==> src/rtl/vc_seq_pkg.sv <==
package vc_seq_pkg;

  typedef enum logic [1:0] {
    FK_OPEN  = 2'b00,
    FK_MID   = 2'b01,
    FK_CLOSE = 2'b10,
    FK_SOLO  = 2'b11
  } flit_kind_e;

  typedef enum logic [1:0] {
    ST_IDLE,
    ST_ROUTE,
    ST_VCWAIT,
    ST_ACTIVE
  } chan_state_e;

  // flit starts a packet: opening or single
  function automatic logic opens_pkt(input logic [1:0] kind);
    return (kind == FK_OPEN) || (kind == FK_SOLO);
  endfunction

  // flit ends a packet: closing or single
  function automatic logic closes_pkt(input logic [1:0] kind);
    return kind[1];
  endfunction

  // cycles from reaching the front until the opening flit dequeues
  function automatic int open_deq_delay(input logic spec);
    return spec ? 2 : 3;
  endfunction

endpackage

==> src/rtl/vc_seq_fsm.sv <==
module vc_seq_fsm
  import vc_seq_pkg::*;
(
  input  logic        clk,
  input  logic        rst_n,
  input  logic        front_valid,
  input  logic [1:0]  front_type,
  input  logic        route_valid,
  input  logic        va_won,
  input  logic        sa_won,
  output chan_state_e state
);

  chan_state_e state_d;

  always_comb begin
    state_d = state;
    unique case (state)
      ST_IDLE:   if (front_valid && opens_pkt(front_type)) state_d = ST_ROUTE;
      ST_ROUTE:  if (route_valid) state_d = ST_VCWAIT;
      ST_VCWAIT: if (va_won) state_d = (sa_won && closes_pkt(front_type)) ? ST_IDLE : ST_ACTIVE;
      ST_ACTIVE: if (sa_won && closes_pkt(front_type)) state_d = ST_IDLE;
      default:   state_d = ST_IDLE;
    endcase
  end

  always_ff @(posedge clk) begin
    if (!rst_n) state <= ST_IDLE;
    else        state <= state_d;
  end

endmodule

==> src/rtl/vc_seq_req.sv <==
module vc_seq_req
  import vc_seq_pkg::*;
(
  input  chan_state_e state,
  input  logic        spec_en,
  input  logic        front_valid,
  input  logic        credit_ok,
  input  logic        vc_gnt,
  input  logic        sw_gnt,
  output logic        vc_req,
  output logic        sw_req,
  output logic        sw_spec,
  output logic        va_won,
  output logic        sa_won,
  output logic        spec_lost
);

  logic in_va, in_act;

  always_comb begin
    in_va     = (state == ST_VCWAIT);
    in_act    = (state == ST_ACTIVE);
    vc_req    = in_va;
    // a fresh downstream VC is empty, so speculation skips the credit test
    sw_spec   = in_va && spec_en && front_valid;
    sw_req    = sw_spec || (in_act && front_valid && credit_ok);
    va_won    = in_va && vc_gnt;
    sa_won    = sw_req && sw_gnt && (!sw_spec || vc_gnt);
    spec_lost = sw_spec && sw_gnt && !vc_gnt;
  end

endmodule

==> src/rtl/vc_seq_ctx.sv <==
module vc_seq_ctx #(
  parameter int PORT_W = 3,
  parameter int VC_W   = 2
) (
  input  logic              clk,
  input  logic              rst_n,
  input  logic              route_take,
  input  logic [PORT_W-1:0] route_port,
  input  logic              va_won,
  input  logic [VC_W-1:0]   vc_gnt_id,
  output logic [PORT_W-1:0] port_q,
  output logic [VC_W-1:0]   vc_q
);

  always_ff @(posedge clk) begin
    if (!rst_n) begin
      port_q <= '0;
      vc_q   <= '0;
    end else begin
      if (route_take) port_q <= route_port;
      if (va_won)     vc_q   <= vc_gnt_id;
    end
  end

endmodule

==> src/rtl/vc_seq.sv <==
module vc_seq
  import vc_seq_pkg::*;
#(
  parameter int PORTS = 5,
  parameter int VCS   = 4,
  localparam int PORT_W = (PORTS > 1) ? $clog2(PORTS) : 1,
  localparam int VC_W   = (VCS > 1) ? $clog2(VCS) : 1
) (
  input  logic              clk,
  input  logic              rst_n,
  input  logic              spec_en,
  input  logic              front_valid,
  input  logic [1:0]        front_type,
  input  logic              route_valid,
  input  logic [PORT_W-1:0] route_port,
  input  logic              vc_gnt,
  input  logic [VC_W-1:0]   vc_gnt_id,
  input  logic              sw_gnt,
  input  logic              credit_ok,
  output logic              vc_req,
  output logic              sw_req,
  output logic              sw_spec,
  output logic [PORT_W-1:0] req_port,
  output logic [VC_W-1:0]   out_vc,
  output logic              deq,
  output logic              busy
);

  chan_state_e state;
  logic va_won, sa_won, spec_lost, route_take;

  vc_seq_fsm u_fsm (
    .clk(clk), .rst_n(rst_n), .front_valid(front_valid), .front_type(front_type),
    .route_valid(route_valid), .va_won(va_won), .sa_won(sa_won), .state(state)
  );

  vc_seq_req u_req (
    .state(state), .spec_en(spec_en), .front_valid(front_valid), .credit_ok(credit_ok),
    .vc_gnt(vc_gnt), .sw_gnt(sw_gnt), .vc_req(vc_req), .sw_req(sw_req),
    .sw_spec(sw_spec), .va_won(va_won), .sa_won(sa_won), .spec_lost(spec_lost)
  );

  assign route_take = (state == ST_ROUTE) && route_valid;

  vc_seq_ctx #(.PORT_W(PORT_W), .VC_W(VC_W)) u_ctx (
    .clk(clk), .rst_n(rst_n), .route_take(route_take), .route_port(route_port),
    .va_won(va_won), .vc_gnt_id(vc_gnt_id), .port_q(req_port), .vc_q(out_vc)
  );

  assign deq  = sa_won;
  assign busy = (state != ST_IDLE);

endmodule

==> config.mk <==
export PLATFORM = sky130hd
export DESIGN_NAME = vc_seq
export DESIGN_NICKNAME = d
export VERILOG_FILES = /design/src/rtl/vc_seq_pkg.sv /design/src/rtl/vc_seq_fsm.sv /design/src/rtl/vc_seq_req.sv /design/src/rtl/vc_seq_ctx.sv /design/src/rtl/vc_seq.sv
export SDC_FILE = /design/constraint.sdc
export NUM_CORES = 1
export LEC_CHECK = 0
export ABC_AREA = 0
export CAP_MARGIN = 20
export CORE_AREA = 4 4 41 43
export CTS_BUF_LIST = sky130_fd_sc_hd__clkbuf_4 sky130_fd_sc_hd__clkbuf_8
export CTS_CLUSTER_SIZE = 30
export DETAILED_ROUTE_END_ITERATION = 10
export DIE_AREA = 0 0 45 47
export GPL_ROUTABILITY_DRIVEN = 0
export PLACE_DENSITY = 0.67
export RECOVER_POWER = 25
export REMOVE_ABC_BUFFERS = 1
export SYNTH_ARGS = -nofsm -noshare
export SYNTH_HDL_FRONTEND = slang
export SYNTH_SLANG_ARGS = --single-unit
==> constraint.sdc <==
create_clock -name clk -period 1.3 [get_ports clk]
set_input_delay 0.195 -clock clk [delete_from_list [all_inputs] [get_ports clk]]
set_output_delay 0.195 -clock clk [all_outputs]
set_load 0.05 [all_outputs]
==> Word-level counts from Yosys, hierarchy flattened <==
Cells that the tools add are included.
{ "classes": {"eq_ne": 8, "n_mux": 6, "reduce_logical": 18} }
{ "ops": {"columns": ["cell", "count"], "rows": [
  ["1-bit logical AND", 10],
  ["2-bit 2-to-1 mux", 5],
  ["2-bit one-hot mux with 4 select lines", 1],
  ["2-bit == test, second input constant", 3],
  ["2-bit logical NOT", 2],
  ["2-bit by 1-bit inequality test with 1-bit output, second input constant", 2],
  ["2-bit inequality test, second input constant", 2],
  ["4-bit AND reduction", 1],
  ["1-bit logical OR", 3],
  ["2-bit by 1-bit == test with 1-bit output, second input constant", 1],
  ["2-bit nonzero test", 1],
  ["1-bit logical NOT", 1]
]} }
{ "totals": {"reg_bits": 7, "in_bits": 15, "output_inout_bits": 10, "elab_cells": 35} }

==> Depth between registers and ports, before layout <==
Gate-level depths: netlist of run 1.
{ "depth": {"word_depth": 10, "ltp_mapped": 4, "ltp_nobuf": 3} }

==> By module <==
Synthesis of run 1 repeated with hierarchy kept, for this count alone.
{ "hier_totals": {"cells_unflattened": 45, "area_unflattened_um2": 411.6} }
{ "modules_own_cells": {"columns": ["mod", "instances", "cells_per_inst", "area_each_um2", "seq_area_each_um2"], "rows": [
  ["vc_seq_ctx", 1, 15, 181.4, 100.1],
  ["vc_seq_fsm", 1, 18, 140.1, 40.0],
  ["vc_seq_req", 1, 10, 73.8, 0.0],
  ["vc_seq", 1, 2, 16.3, 0.0]
]} }

==> Worst setup path after synthesis of run 1 <==
No wires, ideal clock.
{ "synth_timing": {"kind": "reg2out", "startpoint": "register u_fsm.state[0]", "endpoint": "output deq", "t_arrival_ps": 1812, "t_required_ps": 1105, "setup_slack_ps": -707, "path_stages_with_launch": 4, "path_buffers": 0, "cell_sequence": "dfxtp_1 > mux2i_1 > nor2_1 > and3_1"} }
{ "synth_via": {"elab_chain_len": 6, "word_cells_on_any_way": 11, "cone_classes": "eq/ne (2); reduce/logical (9)"} }
{ "synth_lines": {"columns": ["item", "line_no", "rtl"], "rows": [
  ["start: declaration", "vc_seq_fsm.sv:11", "output chan_state_e state"],
  ["start signal: assignment", "vc_seq_fsm.sv:29", "else state <= state_d;"],
  ["2-bit == test, on equally long branches", "vc_seq_req.sv:21, vc_seq_req.sv:22", null],
  ["1-bit logical AND, on equally long branches (2 in a row)", "vc_seq_req.sv:25, vc_seq_req.sv:26", null],
  ["1-bit logical OR (*)", "vc_seq_req.sv:26", "sw_req = sw_spec || (in_act && front_valid && credit_ok);"],
  ["via sw_req", "vc_seq.sv:21", "output logic sw_req,"],
  ["1-bit logical AND (*) (2 in a row)", "vc_seq_req.sv:28", "sa_won = sw_req && sw_gnt && (!sw_spec || vc_gnt);"],
  ["end: declaration", "vc_seq.sv:25", "output logic deq,"]
]} }
The timed path passes the listed nets; every way through them passes the cells marked *.

==> Final worst setup path of run 1 <==
{ "layout_timing": {"startpoint": "register u_fsm.state[0]", "endpoint": "output deq"} }
{ "layout_via": {"elab_chain_len": 6, "word_cells_on_any_way": 11, "cone_classes": "eq/ne (2); reduce/logical (9)"} }
{ "layout_lines": {"columns": ["item", "line_no"], "rows": [
  ["2-bit == test, on equally long branches", "vc_seq_req.sv:21, vc_seq_req.sv:22"],
  ["1-bit logical AND, on equally long branches (2 in a row)", "vc_seq_req.sv:25, vc_seq_req.sv:26"],
  ["1-bit logical OR or 1-bit logical NOT (tied branches)", "vc_seq_req.sv:26, vc_seq_req.sv:28"],
  ["1-bit logical AND or 1-bit logical OR (tied branches)", "vc_seq_req.sv:28"],
  ["1-bit logical AND (*)", "vc_seq_req.sv:28"]
]} }
Mark *: on every way between the ends. The rest lies on a longest branch, timed or not.

==> results.md, run 1 <==
* Most common cell after layout, fill and taps aside: clkdlybuf4s50_1
* GRT Util Overall at 10.9%
* Commonest non-fill, non-tap cells in the layout: clkdlybuf4s50_1, buf_4, buf_12
* Cell Area, Synth at 362 µm²
* Slew headroom at between 80% and 90%
* CTS tree: yes
* Total routed wirelength at just under 1000 µm
* H-tree Lvls at 1
* Boundary pin count at 25
* Failing checks: negative setup slack
* RSZ-0062 raised after global routing: true
* Die Height at 47 µm
* Layout cells sized above 1 at 40.8%
* Total Die Area at between 2000 and 2500 µm²
* CP max FO at 5
* Top cell type's share of synthesized area at 38.8%
* CTS Buf Count at 3
* Peak supply drop at approximately 0.6 mV
* Crit share post-route at 112%
* Hold WS at between 500 and 600 ps
* Min-Delay Path Class: reg -> reg
* DRC violations left at 0
* # rows at 13
* Crit path DAT at 1260 ps
* Unique masters post-synth at 18
* CTS sink cnt at 7
* Slew Viols, Final at 0
* Outcome: complete, but fails checks
* Placed insts at 84
* Final WS setup at -153 ps
* Final instance area at around 820 µm²
* Syn_area_per_cell at about 9.5 µm²
* Vias in the first global route at 425
* Clk root buf: clkbuf_4
* Non-Filler Instances at 91
* Ant diodes at 0
* Synthesis-to-layout area growth at 126%
* Initial core utilization at 27.8%
* First DRT Iteration DRCs at 0
* Seq/Total Area, Yosys at 38.8%
* Clock Pin Slew Worst Setup and Hold Paths at about 50 ps
* Final setup viols at 5
* Pwr Total at approximately 700 µW
* Post-DP Area at 773 µm²
* Initial antenna violation count at 0
* First-pass GRT wire length at 1680 µm
* Die X at 45 µm
* Setup Skew at between 1 and 1.5 ps
* Max clock buf depth at 2
* Critical path type: reg -> out
* Maxcap violations at 0
* DR pass1 iterations at 1
* WL per Instance at around 11 µm
* Flops & latches, synth at 7
* Total grt overflow at 0
* Leakage power at around 0.38 nW
* Slew @ Worst Pin at 282 ps
* Total Nets Final at 92
* Total number of vias at between 400 and 500
* Synth top area cells: dfxtp_1, mux2i_1, nor2b_1, nand3b_1, a211oi_2
* Synth Warn # at 0
* PortBufs at 24
* Setup total negative slack at -416 ps
* Worst Setup Start Kind: register
* Yosys top cell by area: dfxtp_1
* Period minus WS final at 1450 ps
* DRT antenna net count at 0
* Core ar. at 1300 µm²
* Pwr Density at 853 nW/µm²
* Final Hold Fails at 0
* Max Freq at 688 MHz
* Largest net degree at the start of global routing at 8
* Vias/cell at between 4 and 5
* Post-Synthesis Cells at 38
* Worst-Skew Late Latency at 240 ps
* CP Capture Type: output pin
* Critical path required time at about 1100 ps
## layout make-up
cell class	instances	area, µm²
clock buffer	4	30.0
sequential	7	148
fill	111	485
tap	15	18.8
inverter	1	3.75
timing repair buffer	35	397
multi-input combinational	29	219
## power breakdown
| group | leakage, nW | switching [mW] | internal, mW |
|---|---|---|---|
| clock | 0.0184 | 0.0741 | 0.138 |
| sequential | 0.0583 | 0.0126 | 0.227 |
| combinational | 0.299 | 0.105 | 0.140 |
| total | 0.376 | 0.191 | 0.505 |
## path summary, 6_finish.rpt
path / startpoint / end / slack [ps] / cells after the start
setup / recovery: u_fsm.state[0]$_SDFFE_PN0P_ / deq / -150 / 4
hold / removal: u_ctx.vc_q[0]$_SDFFE_PN0P_ / u_ctx.vc_q[0]$_SDFFE_PN0P_ / 520 / 2
setup reg to reg: u_fsm.state[0]$_SDFFE_PN0P_ / u_fsm.state[0]$_SDFFE_PN0P_ / 60 / 6
hold reg to reg: u_ctx.vc_q[0]$_SDFFE_PN0P_ / u_ctx.vc_q[0]$_SDFFE_PN0P_ / 520 / 2
## cells in the mapped netlist
master    count
nor3b_1       1
a211oi_2      1
nor2b_1       7
or2_2         1
a221oi_1      1
and3_1        1
inv_1         1
and4b_1       1
buf_4         1
nand2_1       3
nor3_1        1
a21oi_1       1
xnor2_1       1
nand4_1       1
nand3b_1      2
mux2i_1       6
nor2_1        1
dfxtp_1       7
## state kept, by name (all words and copies together), names as in the netlist
name and cells:
u_ctx.vc_q 2, u_ctx.port_q 3, u_fsm.state 2
## logic make-up after synthesis
kind of cell | share of synthesized area [%]
compound gates | 7.26
buf+inv | 3.11
simple gates | 31.8
flops | 38.8
mux | 16.6
xor+xnor | 2.42
## worst max-delay path, stage by stage, from the launching register on
cell     delay, ps
dfxtp_4        370
mux2i_2        250
nor2_1          80
and3_4         180
buf_12         140
## stage by stage
step	setup slack [ps]	util, %
5_1_grt	-220	62.7
3_3_place_gp	-192	59.4
3_5_place_dp	-234	59.4
6_report	-153	62.7
2_1_floorplan	-707	-
4_1_cts	-147	65.2
## layer usage
| layer | global-route usage [%] | vias to the layer above | wire length (µm) |
|---|---|---|---|
| li1 | - | 211 | - |
| met1 | 11.5 | 170 | 400 |
| met2 | 20.3 | 18 | 487 |
| met3 | 2.68 | 2 | 69 |
| met4 | 5.26 | 0 | 14 |
| met5 | 0 | - | 0 |
## what timing repair did
action	CTS	global route
hold buffers	0	0
setup endpoints to repair	5	7
setup buffers	5	0
pin swaps	6	0
hold endpoints to repair	0	0
resized for setup	8	3
Note: power is estimated with default switching activity, not from simulation.
==> run 2: changes to the inputs <==
--- a/config.mk
+++ b/config.mk
@@ -9,7 +9,6 @@
 export CAP_MARGIN = 20
 export CORE_AREA = 4 4 41 43
 export CTS_BUF_LIST = sky130_fd_sc_hd__clkbuf_4 sky130_fd_sc_hd__clkbuf_8
-export CTS_CLUSTER_SIZE = 30
 export DETAILED_ROUTE_END_ITERATION = 10
 export DIE_AREA = 0 0 45 47
 export GPL_ROUTABILITY_DRIVEN = 0
==> results of run 2 <==
No change in the layout: final DEF, timing and power equal those of run 1.
